<file path="src/rtl/xybrk_pkg.sv">
package xybrk_pkg;

  localparam logic [1:0] SIZE_ANY  = 2'b00;
  localparam logic [1:0] SIZE_BYTE = 2'b01;
  localparam logic [1:0] SIZE_WORD = 2'b10;
  localparam logic [1:0] SIZE_LONG = 2'b11;

  // Strobes from the control part to the compare datapath.
  typedef struct packed {
    logic cycleValid;  // a candidate cycle on the chosen source
    logic qualOk;      // master/kind/direction/size qualifiers pass
    logic useXy;       // compare against an X/Y lane
    logic laneY;       // in X/Y mode: 1 = Y lane, 0 = X lane
    logic dataCmpEn;   // include the data compare
  } brkStrobe_t;

endpackage

</file>
<file path="src/rtl/xybrk_ctrl.sv">
module xybrk_ctrl
  import xybrk_pkg::*;
(
  input  logic       cfgXyEn,
  input  logic       cfgXySel,
  input  logic       cfgDataCmpEn,
  input  logic [1:0] cfgMasterSel,
  input  logic [1:0] cfgKindSel,
  input  logic [1:0] cfgDirSel,
  input  logic [1:0] cfgSizeSel,
  input  logic       ibValid,
  input  logic       ibWrite,
  input  logic       ibMaster,
  input  logic       ibFetch,
  input  logic [1:0] ibSize,
  input  logic       xValid,
  input  logic       xWrite,
  input  logic       yValid,
  input  logic       yWrite,
  output brkStrobe_t strobe
);

  logic ibQual;
  logic xyQual;
  logic laneValid;
  logic laneWrite;

  // Internal-bus qualifiers.
  always_comb begin
    logic masterOk;
    logic kindOk;
    logic dirOk;
    logic sizeOk;
    masterOk = ibMaster ? cfgMasterSel[1] : cfgMasterSel[0];
    kindOk   = ibFetch  ? cfgKindSel[0]   : cfgKindSel[1];
    dirOk    = ibWrite  ? cfgDirSel[1]    : cfgDirSel[0];
    sizeOk   = (cfgSizeSel == SIZE_ANY) || (cfgSizeSel == ibSize);
    ibQual   = masterOk & kindOk & dirOk & sizeOk;
  end

  // X/Y lane choice and qualifiers: the lane is always a CPU data word access.
  always_comb begin
    logic dirOk;
    logic sizeOk;
    laneValid = cfgXySel ? yValid : xValid;
    laneWrite = cfgXySel ? yWrite : xWrite;
    dirOk     = laneWrite ? cfgDirSel[1] : cfgDirSel[0];
    sizeOk    = (cfgSizeSel == SIZE_ANY) || (cfgSizeSel == SIZE_WORD);
    xyQual    = cfgMasterSel[0] & cfgKindSel[1] & dirOk & sizeOk;
  end

  always_comb begin
    strobe.useXy      = cfgXyEn;
    strobe.laneY      = cfgXySel;
    strobe.dataCmpEn  = cfgDataCmpEn;
    strobe.cycleValid = cfgXyEn ? laneValid : ibValid;
    strobe.qualOk     = cfgXyEn ? xyQual : ibQual;
  end

endmodule

</file>
<file path="src/rtl/xybrk_dp.sv">
module xybrk_dp
  import xybrk_pkg::*;
#(
  parameter int ADDR_W = 32,
  parameter int DATA_W = 32
) (
  input  logic              clk,
  input  logic              rstN,
  input  brkStrobe_t        strobe,
  input  logic [ADDR_W-1:0] cfgAddrVal,
  input  logic [ADDR_W-1:0] cfgAddrMask,
  input  logic [DATA_W-1:0] cfgDataVal,
  input  logic [DATA_W-1:0] cfgDataMask,
  input  logic [ADDR_W-1:0] ibAddr,
  input  logic [DATA_W-1:0] ibData,
  input  logic [ADDR_W/2-1:0] xAddr,
  input  logic [DATA_W/2-1:0] xData,
  input  logic [ADDR_W/2-1:0] yAddr,
  input  logic [DATA_W/2-1:0] yData,
  output logic              matchPulse
);

  localparam int AH = ADDR_W / 2;
  localparam int DH = DATA_W / 2;
  localparam int LANES = 2;  // lane 0 = Y (low half), lane 1 = X (high half)

  logic [LANES-1:0][AH-1:0] laneAddr;
  logic [LANES-1:0][DH-1:0] laneData;
  logic [LANES-1:0]         laneAddrHit;
  logic [LANES-1:0]         laneDataHit;
  logic                     ibAddrHit;
  logic                     ibDataHit;
  logic                     addrHit;
  logic                     dataHit;
  logic                     hitNow;

  assign laneAddr[0] = yAddr;
  assign laneAddr[1] = xAddr;
  assign laneData[0] = yData;
  assign laneData[1] = xData;

  for (genvar g = 0; g < LANES; g++) begin : gLane
    assign laneAddrHit[g] =
      ((laneAddr[g] ^ cfgAddrVal[g*AH +: AH]) & ~cfgAddrMask[g*AH +: AH]) == '0;
    assign laneDataHit[g] =
      ((laneData[g] ^ cfgDataVal[g*DH +: DH]) & ~cfgDataMask[g*DH +: DH]) == '0;
  end

  assign ibAddrHit = ((ibAddr ^ cfgAddrVal) & ~cfgAddrMask) == '0;
  assign ibDataHit = ((ibData ^ cfgDataVal) & ~cfgDataMask) == '0;

  always_comb begin
    if (strobe.useXy) begin
      addrHit = strobe.laneY ? laneAddrHit[0] : laneAddrHit[1];
      dataHit = strobe.laneY ? laneDataHit[0] : laneDataHit[1];
    end else begin
      addrHit = ibAddrHit;
      dataHit = ibDataHit;
    end
    hitNow = strobe.cycleValid & strobe.qualOk & addrHit &
             (dataHit | ~strobe.dataCmpEn);
  end

  always_ff @(posedge clk or negedge rstN) begin
    if (!rstN) matchPulse <= 1'b0;
    else       matchPulse <= hitNow;
  end

endmodule

</file>
<file path="src/rtl/xybrk_matcher.sv">
module xybrk_matcher
  import xybrk_pkg::*;
#(
  parameter int ADDR_W = 32,
  parameter int DATA_W = 32
) (
  input  logic                clk,
  input  logic                rstN,
  input  logic                cfgXyEn,
  input  logic                cfgXySel,
  input  logic                cfgDataCmpEn,
  input  logic [1:0]          cfgMasterSel,
  input  logic [1:0]          cfgKindSel,
  input  logic [1:0]          cfgDirSel,
  input  logic [1:0]          cfgSizeSel,
  input  logic [ADDR_W-1:0]   cfgAddrVal,
  input  logic [ADDR_W-1:0]   cfgAddrMask,
  input  logic [DATA_W-1:0]   cfgDataVal,
  input  logic [DATA_W-1:0]   cfgDataMask,
  input  logic                ibValid,
  input  logic [ADDR_W-1:0]   ibAddr,
  input  logic [DATA_W-1:0]   ibData,
  input  logic                ibWrite,
  input  logic                ibMaster,
  input  logic                ibFetch,
  input  logic [1:0]          ibSize,
  input  logic                xValid,
  input  logic [ADDR_W/2-1:0] xAddr,
  input  logic [DATA_W/2-1:0] xData,
  input  logic                xWrite,
  input  logic                yValid,
  input  logic [ADDR_W/2-1:0] yAddr,
  input  logic [DATA_W/2-1:0] yData,
  input  logic                yWrite,
  output logic                matchPulse
);

  brkStrobe_t strobe;

  xybrk_ctrl u_ctrl (
    .cfgXyEn      (cfgXyEn),
    .cfgXySel     (cfgXySel),
    .cfgDataCmpEn (cfgDataCmpEn),
    .cfgMasterSel (cfgMasterSel),
    .cfgKindSel   (cfgKindSel),
    .cfgDirSel    (cfgDirSel),
    .cfgSizeSel   (cfgSizeSel),
    .ibValid      (ibValid),
    .ibWrite      (ibWrite),
    .ibMaster     (ibMaster),
    .ibFetch      (ibFetch),
    .ibSize       (ibSize),
    .xValid       (xValid),
    .xWrite       (xWrite),
    .yValid       (yValid),
    .yWrite       (yWrite),
    .strobe       (strobe)
  );

  xybrk_dp #(.ADDR_W(ADDR_W), .DATA_W(DATA_W)) u_dp (
    .clk         (clk),
    .rstN        (rstN),
    .strobe      (strobe),
    .cfgAddrVal  (cfgAddrVal),
    .cfgAddrMask (cfgAddrMask),
    .cfgDataVal  (cfgDataVal),
    .cfgDataMask (cfgDataMask),
    .ibAddr      (ibAddr),
    .ibData      (ibData),
    .xAddr       (xAddr),
    .xData       (xData),
    .yAddr       (yAddr),
    .yData       (yData),
    .matchPulse  (matchPulse)
  );

endmodule

</file>
<file path="config.mk">
export PLATFORM = sky130hd
export DESIGN_NAME = xybrk_matcher
export DESIGN_NICKNAME = d
export VERILOG_FILES = /design/src/rtl/xybrk_pkg.sv /design/src/rtl/xybrk_ctrl.sv /design/src/rtl/xybrk_dp.sv /design/src/rtl/xybrk_matcher.sv
export SDC_FILE = /design/constraint.sdc
export NUM_CORES = 1
export LEC_CHECK = 0
export ABC_AREA = 1
export BUFFER_PORTS_ARGS = -buffer_cell sky130_fd_sc_hd__buf_4
export CORE_AREA = 2 2 107 109
export CTS_BUF_LIST = sky130_fd_sc_hd__clkbuf_2 sky130_fd_sc_hd__clkbuf_4 sky130_fd_sc_hd__clkbuf_8
export DETAILED_ROUTE_END_ITERATION = 16
export DIE_AREA = 0 0 109 111
export GPL_ROUTABILITY_DRIVEN = 0
export PLACE_DENSITY = 0.59
export SYNTH_ARGS = -nofsm -noshare
export SYNTH_HDL_FRONTEND = slang
export SYNTH_SLANG_ARGS = --single-unit
</file>
<file path="constraint.sdc">
create_clock -name clk -period 0.8 [get_ports clk]
set_input_delay 0.16 -clock clk [delete_from_list [all_inputs] [get_ports clk]]
set_output_delay 0.16 -clock clk [all_outputs]
set_load 0.005 [all_outputs]
</file>
**Word-level counts from Yosys, hierarchy flattened**

Cells that the tools add are included.

- Mux-type cells: 12
- Eq/ne operators: 2
- Bitwise gates (word level): 29
- Reduce and logical (&&, ||, !) cells: 9

Operators with widths:

| cell | count |
|---|---|
| $and 16x16->16 | 4 |
| $and 32x32->32 | 2 |
| $logic_not 16->1 | 4 |
| $logic_not 32->1 | 2 |
| $not 16->16 | 4 |
| $not 32->32 | 2 |
| $xor 16x16->16 | 4 |
| $xor 32x32->32 | 2 |
| $mux 1 | 12 |
| $and 1x1->1 | 9 |
| $eq 2x2->1 | 1 |
| $eq 2x2->1 const B | 1 |
| $logic_not 2->1 | 1 |
| $logic_or 1x1->1 | 2 |
| $not 1->1 | 1 |
| $or 1x1->1 | 1 |

- Input port bits: 279
- Logic and storage cells: 53
- Register bits after elaboration: 1

**Depth between registers and ports, before layout**

Gate-level depths: netlist of run 1.

- Depth after elaboration: 8
- Gate-level depth with buffers: 13
- Mapped depth without buffers: 13

**Hierarchy**

From an unflattened synthesis of run 1, not the netlist that was laid out.

- Cell total of the unflattened synthesis: 657
- Area, all modules: 2765.2 sq um

By module, submodules not included:

| module | area an instance (sq um) | times used | cells an instance | sequential area each (sq um) |
|---|---|---|---|---|
| xybrk_dp | 2571.2 | 1 | 614 | 25.0 |
| xybrk_ctrl | 193.9 | 1 | 43 | 0.0 |

**Least setup slack after synthesis of run 1**

Ideal clock, no wire load.

- Path kind: in2reg
- Start point: input cfgAddrVal[10]
- End point: register u_dp.matchPulse
- Slack: -0.238 ns
- Arrival: 0.969 ns
- Stages on the path: 10
- Path buffers: 0
- Data required time: 0.731 ns
- Cell sequence: or2_0 > nand2_1 > nand2_1 > nor2_1 > nand2_1 > nor2_1 > nand2_1 > a21oi_2 > nand2_1 > nor2_2

- Cells in the longest elaborated chain, start to end: 7

Ends and longest elaborated chain:

| item | line | source |
|---|---|---|
| start: declaration | xybrk_matcher.sv:16 | `input logic [ADDR_W-1:0] cfgAddrVal,` |
| $xor 16x16->16 | xybrk_dp.sv:44 | `((laneAddr[g] ^ cfgAddrVal[g*AH +: AH]) & ~cfgAddrMask[g*AH +: AH]) == '0;` |
| $and 16x16->16 | xybrk_dp.sv:44 |  |
| $logic_not 16->1 | xybrk_dp.sv:44 |  |
| $mux 1 | xybrk_dp.sv:54 | `addrHit = strobe.laneY ? laneAddrHit[0] : laneAddrHit[1];` |
| $mux 1 (*) | xybrk_dp.sv:53 | `if (strobe.useXy) begin` |
| $and 1x1->1 (*) (2 in series) | xybrk_dp.sv:60 | `hitNow = strobe.cycleValid & strobe.qualOk & addrHit &` |
| named net u_dp.hitNow | xybrk_dp.sv:35 | `logic hitNow;` |
| end signal: assignment | xybrk_dp.sv:66 | `else matchPulse <= hitNow;` |
| end: declaration | xybrk_dp.sv:20 | `output logic matchPulse` |

The timed path passes the listed nets; every way through them passes the cells marked *.

**Worst setup path after layout of run 1**

- Start point: input cfgDataVal[0]
- End point: register u_dp.matchPulse

- Cells in the longest elaborated chain, start to end: 7

Ends and longest elaborated chain:

| item | line | source |
|---|---|---|
| start: declaration | xybrk_matcher.sv:18 | `input logic [DATA_W-1:0] cfgDataVal,` |
| $xor 16x16->16 | xybrk_dp.sv:46 | `((laneData[g] ^ cfgDataVal[g*DH +: DH]) & ~cfgDataMask[g*DH +: DH]) == '0;` |
| $and 16x16->16 | xybrk_dp.sv:46 |  |
| $logic_not 16->1 | xybrk_dp.sv:46 |  |
| $mux 1 | xybrk_dp.sv:55 | `dataHit = strobe.laneY ? laneDataHit[0] : laneDataHit[1];` |
| $mux 1 (*) | xybrk_dp.sv:53 |  |
| $or 1x1->1 (*) | xybrk_dp.sv:61 | `(dataHit \| ~strobe.dataCmpEn);` |
| $and 1x1->1 (*) | xybrk_dp.sv:60 |  |
| named net u_dp.hitNow | xybrk_dp.sv:35 |  |

Marks and branches as above.

==> metrics, run 1 <==
largest family of logic cells by synthesized area=simple AND/OR/NAND/NOR gates; Crit path top cell by count=nor2_1; Worst-Margin Slew=between 0.2 and 0.25 ns; max FFs per register=1; Syn Area/Cell=~4 um^2; Post-DP Area=roughly 5300 um^2; Netlist Area Pre-Place=around 3000 um^2; Final Setup Violations=1; largest net degree at the start of global routing=5; sequential power share=0.021; Synth Area in Compound Gates=0.0585; post-DP HPWL=around 12000 um; row cnt=39; P_sw=between 0.001 and 0.0015 W; initial drt markers=153; commonest cells after routing, fill and taps aside=nand2_1, buf_4, nor2_1, inv_1, nand3_1; Post CTS Setup Buffer Count=0; crit end category=register; Critical Path Start Type=input pin; failing checks=setup timing; top flop regs=u_dp.matchPulse: 1 flops; Final Cycle Share=1.56; multiplexer area fraction after synthesis=0; commonest non-fill, non-tap cell in the layout=nand2_1; Clk network pwr share=0; design area=5360 um^2; proportion of layout cells with a drive suffix above 1=0.309; DR vias=4803; Pre-Repair DR Iteration Count=4; initial antenna violation count=0; Avg Vias per Cell=4.13; Syn Nets=1004; Core ar.=roughly 11000 um^2; total congestion overflow=0; WL final=approximately 12000 um; All-Layer GR Usage=0.197; Yosys warning total=0; power per standard cell area=between 400 and 500 nW/um^2; final-layout fill cell count=about 1300; drt wl/cell=10.6 um; Worst Hold Depth=4; power share of the combinational group=0.979; area grow syn2layout=81.8%; CP max stage delay=roughly 0.18 ns; Switching Fraction=0.419; Yosys cell types=20; # diodes=0; sequential area share after synthesis=0.00849; minimum clock period=~1.2 ns; fin. max-slew vios=0; Vert. Die Dim=roughly 110 um; I/O Buffers=roughly 280; CP max FO=4; WP buf/inv=1; DIE AREA=12100 um^2; I/O Pins=280; Int Power=between 0.001 and 0.0015 W; Hold EP=u_dp.matchPulse$_DFF_PN0_; HP Start=cfgDataCmpEn; final worst setup slack=-0.448 ns; Worst Hold Class=in -> reg; required time of the worst setup path=approximately 0.73 ns; status=finished, violations left; Peak VDD IR=about 0.19 mV; Worst path slowest cell=nor2_1; #FFs+latches synth=1; Fin Hold WS=0.503 ns; WS Path Type=in -> reg; Peak Freq=about 800 MHz; Worst EP arrival=1.18 ns; NumNets Final=1300; number of remaining DRC errors=0; final core utilization=0.484; CP cell instances=buf_4 > nor2_1 > nor2_1 > nand2_1 > nand2_1 > nor2_1 > nand3_1 > nor2_1 > nor2_1 > nor2_1 > nor2_1 > nor2_2; maxcap violations=0; post-synthesis xor/xnor area fraction=0.00594; Adder-Cell Fraction of Synth Area=0; CP delay by family, top=simple AND/OR/NAND/NOR gates; Hold Violations, Final=0; post-synthesis simple-gate area fraction=0.740; global-route wire length before repair=around 20000 um; unrepaired setup endpoints after global routing=true; worst rel slew slack=0.838; cell count after synthesis=725; register with the most flip-flops=u_dp.matchPulse; leakage=3.47 nW; vias in the first global route=roughly 4600; CTS clk-pin slew, worst paths=0 ns; Initial Util=0.266; die width=around 110 um; post-route ant nets=0
## power by group through the flow
stage          logic [W]  registers [W]  clock network, W
2_1_floorplan   0.000950      0.0000538                 0
3_3_place_gp     0.00243      0.0000536                 0
3_5_place_dp     0.00245      0.0000535                 0
4_1_cts          0.00247      0.0000536                 0
5_1_grt          0.00280      0.0000536                 0
6_report         0.00244      0.0000536                 0
## cells in the mapped netlist
master      n  area share
nor2_2      3      0.0064
clkinv_1    2      0.0025
a31oi_1     1      0.0021
nand3_2     1      0.0034
or2_0       5       0.011
nand3_1    46       0.078
a21oi_1    14       0.024
nor4_1      1      0.0021
dfrtp_1     1      0.0085
nor2_1    159        0.20
nand2_1   310        0.39
o21ai_1     5      0.0085
nand4_1     2      0.0042
nand3b_1   15       0.038
inv_2      13       0.017
o21ai_0    11       0.019
inv_1     132        0.17
a21boi_0    1      0.0025
xnor2_1     2      0.0059
a21oi_2     1      0.0030
## per-stage QoR
stage,setup TNS [ns],std cells,power [W],setup slack [ns]
after floorplan,-0.212,725,0.00100,-0.212
after global placement,-0.539,1161,0.00248,-0.539
after detailed placement,-0.534,1161,0.00250,-0.534
after CTS,-0.481,1162,0.00252,-0.481
after global routing,-0.680,1162,0.00285,-0.680
final,-0.448,1162,0.00249,-0.448
## timing repair
action / in CTS / in global routing
hold buffers: 1 / 0
cloned: 0 / 0
resized for setup: 6 / 2
setup endpoints to repair: 1 / 1
hold endpoints to repair: 1 / 0
pin swaps: 6 / 2
## routing by layer
layer  part of all wire  GRT usage  vias to the layer above
met3              0.096     0.0429                       16
met4              0.016     0.0256                        0
met2               0.49      0.380                      164
met1               0.40      0.220                     1901
li1                   -          -                     2722
met5                  0          0                        -
## how the worst max path moves through the flow
| stage | endpoint | slack (ns) | from | cells after the start |
|---|---|---|---|---|
| CTS | u_dp.matchPulse$_DFF_PN0_ | -0.48 | cfgDataVal[5] | 11 |
| global placement | u_dp.matchPulse$_DFF_PN0_ | -0.54 | cfgXySel | 10 |
| floorplan | u_dp.matchPulse$_DFF_PN0_ | -0.21 | ibAddr[22] | 10 |
| global route | u_dp.matchPulse$_DFF_PN0_ | -0.68 | cfgAddrVal[10] | 11 |
| detailed placement | u_dp.matchPulse$_DFF_PN0_ | -0.53 | cfgAddrVal[3] | 12 |
| finish | u_dp.matchPulse$_DFF_PN0_ | -0.45 | cfgDataVal[0] | 12 |
## layout make-up
cell class                 instances  area, um^2  share of cell area
multi-input combinational        577        2390               0.445
timing repair buffer             294        2220               0.414
inverter                         147         552               0.103
tap                              143         179              0.0334
sequential                         1        25.0             0.00467
## worst min-delay path, cell delays in order
cell and delay [ns]:
buf_4 0.08, nand2_1 0.04, nor2_1 0.12, nor2_2 0.05
## logic make-up after synthesis
family | count (synthesis)
AO/OA/AOI/OAI | 33
XOR/XNOR | 2
AND/OR/NAND/NOR | 542
buffers and inverters | 147
flip-flops | 1
No activity file was read; power rests on OpenSTA's default activity.
==> inputs of run 2 (changes only) <==
==> constraint.sdc (replaced) <==
create_clock -name clk -period 1.35 [get_ports clk]
set_input_delay 0.27 -clock clk [delete_from_list [all_inputs] [get_ports clk]]
set_output_delay 0.27 -clock clk [all_outputs]
set_load 0.005 [all_outputs]
==> run 2 against run 1 <==
  * The flow still finishes with violations (setup timing)
  * Final area down 0.82%
  * Wire length grew 0.53%
  * Worst hold slack got worse by 0.45 ns
  * Global-route usage decreased by 0.73 points
  * Critical path depth down 1
  * Via count decreased by 2.2%
  * First-iteration DRC count is 25% higher
  * Combinational power down 41%
  * Critical endpoint unchanged
  * Highest routed layer unchanged
==> metrics, run 2 (synthesis results as in run 1) <==
Hold Violations, Final=0 (unchanged); Peak Freq=around 720 MHz; Worst Hold Class=in -> async (was in -> reg); row cnt=39 (unchanged); commonest cells after routing, fill and taps aside=nand2_1, buf_4, nor2_1, inv_1, nand3_1 (unchanged); Clk network pwr share=0 (about the same); Critical Path Start Type=input pin (unchanged); initial antenna violation count=1 (was 0); initial drt markers=192 (was 153); WL final=12400 um (about the same); WS Path Type=in -> reg (unchanged); proportion of layout cells with a drive suffix above 1=0.314 (was 0.309); failing checks=setup timing (unchanged); I/O Buffers=279 (unchanged); Worst EP arrival=1.31 ns (was 1.18 ns); register with the most flip-flops=u_dp.matchPulse (unchanged); fin. max-slew vios=0 (unchanged); largest net degree at the start of global routing=6 (was 5); drt wl/cell=10.7 um (was 10.6 um); Peak VDD IR=0.127 mV (was 0.190 mV); total congestion overflow=0 (unchanged); I/O Pins=280 (unchanged); Vert. Die Dim=111 um (unchanged); CTS clk-pin slew, worst paths=0 ns (about the same); Worst-Margin Slew=0.272 ns (was 0.242 ns); All-Layer GR Usage=0.190 (was 0.197); Core ar.=11100 um^2 (unchanged); Pre-Repair DR Iteration Count=4 (unchanged); Worst Setup SP=cfgAddrVal[4] (was cfgDataVal[0]); maxcap violations=0 (unchanged); post-route ant nets=0 (unchanged); crit end category=register (unchanged); power share of the combinational group=0.978 (was 0.979); post-DP HPWL=11600 um (about the same); area grow syn2layout=80.4% (was 81.8%); DIE AREA=12100 um^2 (unchanged); CTS Hold Bufs=0 (was 1); power per standard cell area=276 nW/um^2 (was 465 nW/um^2); number of remaining DRC errors=0 (unchanged); Pwr Total=0.00147 W (was 0.00249 W); DR vias=4695 (was 4803); Final Cycle Share=1.03; die width=109 um (unchanged); required time of the worst setup path=1.28 ns (was 0.73 ns); Final Setup Violations=1 (unchanged); final worst setup slack=-0.0375 ns (was -0.448 ns); Post CTS Setup Buffer Count=0 (unchanged); global-route wire length before repair=18700 um (was 19600 um); sequential power share=0.022 (was 0.021); final core utilization=0.480 (was 0.484); minimum clock period=~1.4 ns; Int Power=0.000849 W (was 0.00145 W); status=finished, violations left (unchanged); vias in the first global route=4232 (was 4578); max FFs per register=1 (unchanged); worst rel slew slack=0.817 (was 0.838); top flop regs=u_dp.matchPulse: 1 flops (unchanged); Post-DP Area=5280 um^2 (was 5330 um^2); CP max FO=4 (unchanged); leakage=3.43 nW (was 3.47 nW); unrepaired setup endpoints after global routing=true (unchanged); NumNets Final=1293 (was 1300); Avg Vias per Cell=4.06 (was 4.13); design area=5320 um^2 (was 5360 um^2); commonest non-fill, non-tap cell in the layout=nand2_1 (unchanged); Switching Fraction=0.421 (was 0.419); P_sw=0.000618 W (was 0.00104 W); Initial Util=0.266 (unchanged)
-- run 2: cell types whose count changed in the layout (fill, tap and decap cells not counted), sizes merged --
cell         previous run  this run
diode                   0         1
buf                   293       287
dlygate4sd3             1         0
-- run 2: routing by layer --
layer | global-route usage | part of all wire | vias to the layer above
met5 | 0 | 0 | -
met4 | 0.0427 | 0.027 | 0
met3 | 0.0359 | 0.085 | 22
met2 | 0.339 | 0.47 | 153
met1 | 0.231 | 0.42 | 1809
li1 | - | - | 2711
-- run 2: power groups by stage --
stage               Sequential (W)             Clock, W  Combinational (W)
floorplan                0.0000319                    0           0.000563
global placement         0.0000317                    0            0.00142
detailed placement       0.0000318                    0            0.00143
CTS                      0.0000318                    0            0.00144
global route             0.0000320  0.00000000000000327            0.00163
finish                   0.0000318        0.00000000198            0.00143
-- run 2: final timing paths --
check | cells after the start | to
worst max-delay path | 11 | u_dp.matchPulse$_DFF_PN0_
worst min-delay path | 1 | u_dp.matchPulse$_DFF_PN0_
max in group asynchronous | 1 | u_dp.matchPulse$_DFF_PN0_
min in group clk | 4 | u_dp.matchPulse$_DFF_PN0_
-- run 2: worst max-delay path, cell delays in order --
cell and delay (ns):
buf_4 0.12, or2_0 0.20, nand2_1 0.07, nand2_1 0.05, nor2_1 0.09, nand2_1 0.06, nor2_2 0.11, nand2_1 0.07
a21oi_2 0.11, nand2_1 0.07, nor2_2 0.08
-- run 2: final cells by class --
class	count	area, um^2
Tap cell	143	179
Inverter	147	552
Antenna cell	1	2.50
Fill cell	1259	5760
Sequential cell	1	25.0
Timing Repair Buffer	287	2170
Multi-Input combinational cell	577	2390
-- run 2: what timing repair did --
action,CTS,global route
resized for setup,12,6
pin swaps,7,5
setup endpoints to repair,1,1
-- run 2: stage by stage --
step                worst slack (ns)  setup TNS (ns)  instances  hold WS [ns]
floorplan                      0.202               0        725       -0.0256
global placement             -0.0892         -0.0892       1155        0.0465
detailed placement            -0.120          -0.120       1155        0.0499
CTS                          -0.0618         -0.0618       1155        0.0500
global route                  -0.178          -0.178       1156        0.0523
finish                       -0.0375         -0.0375       1156        0.0482
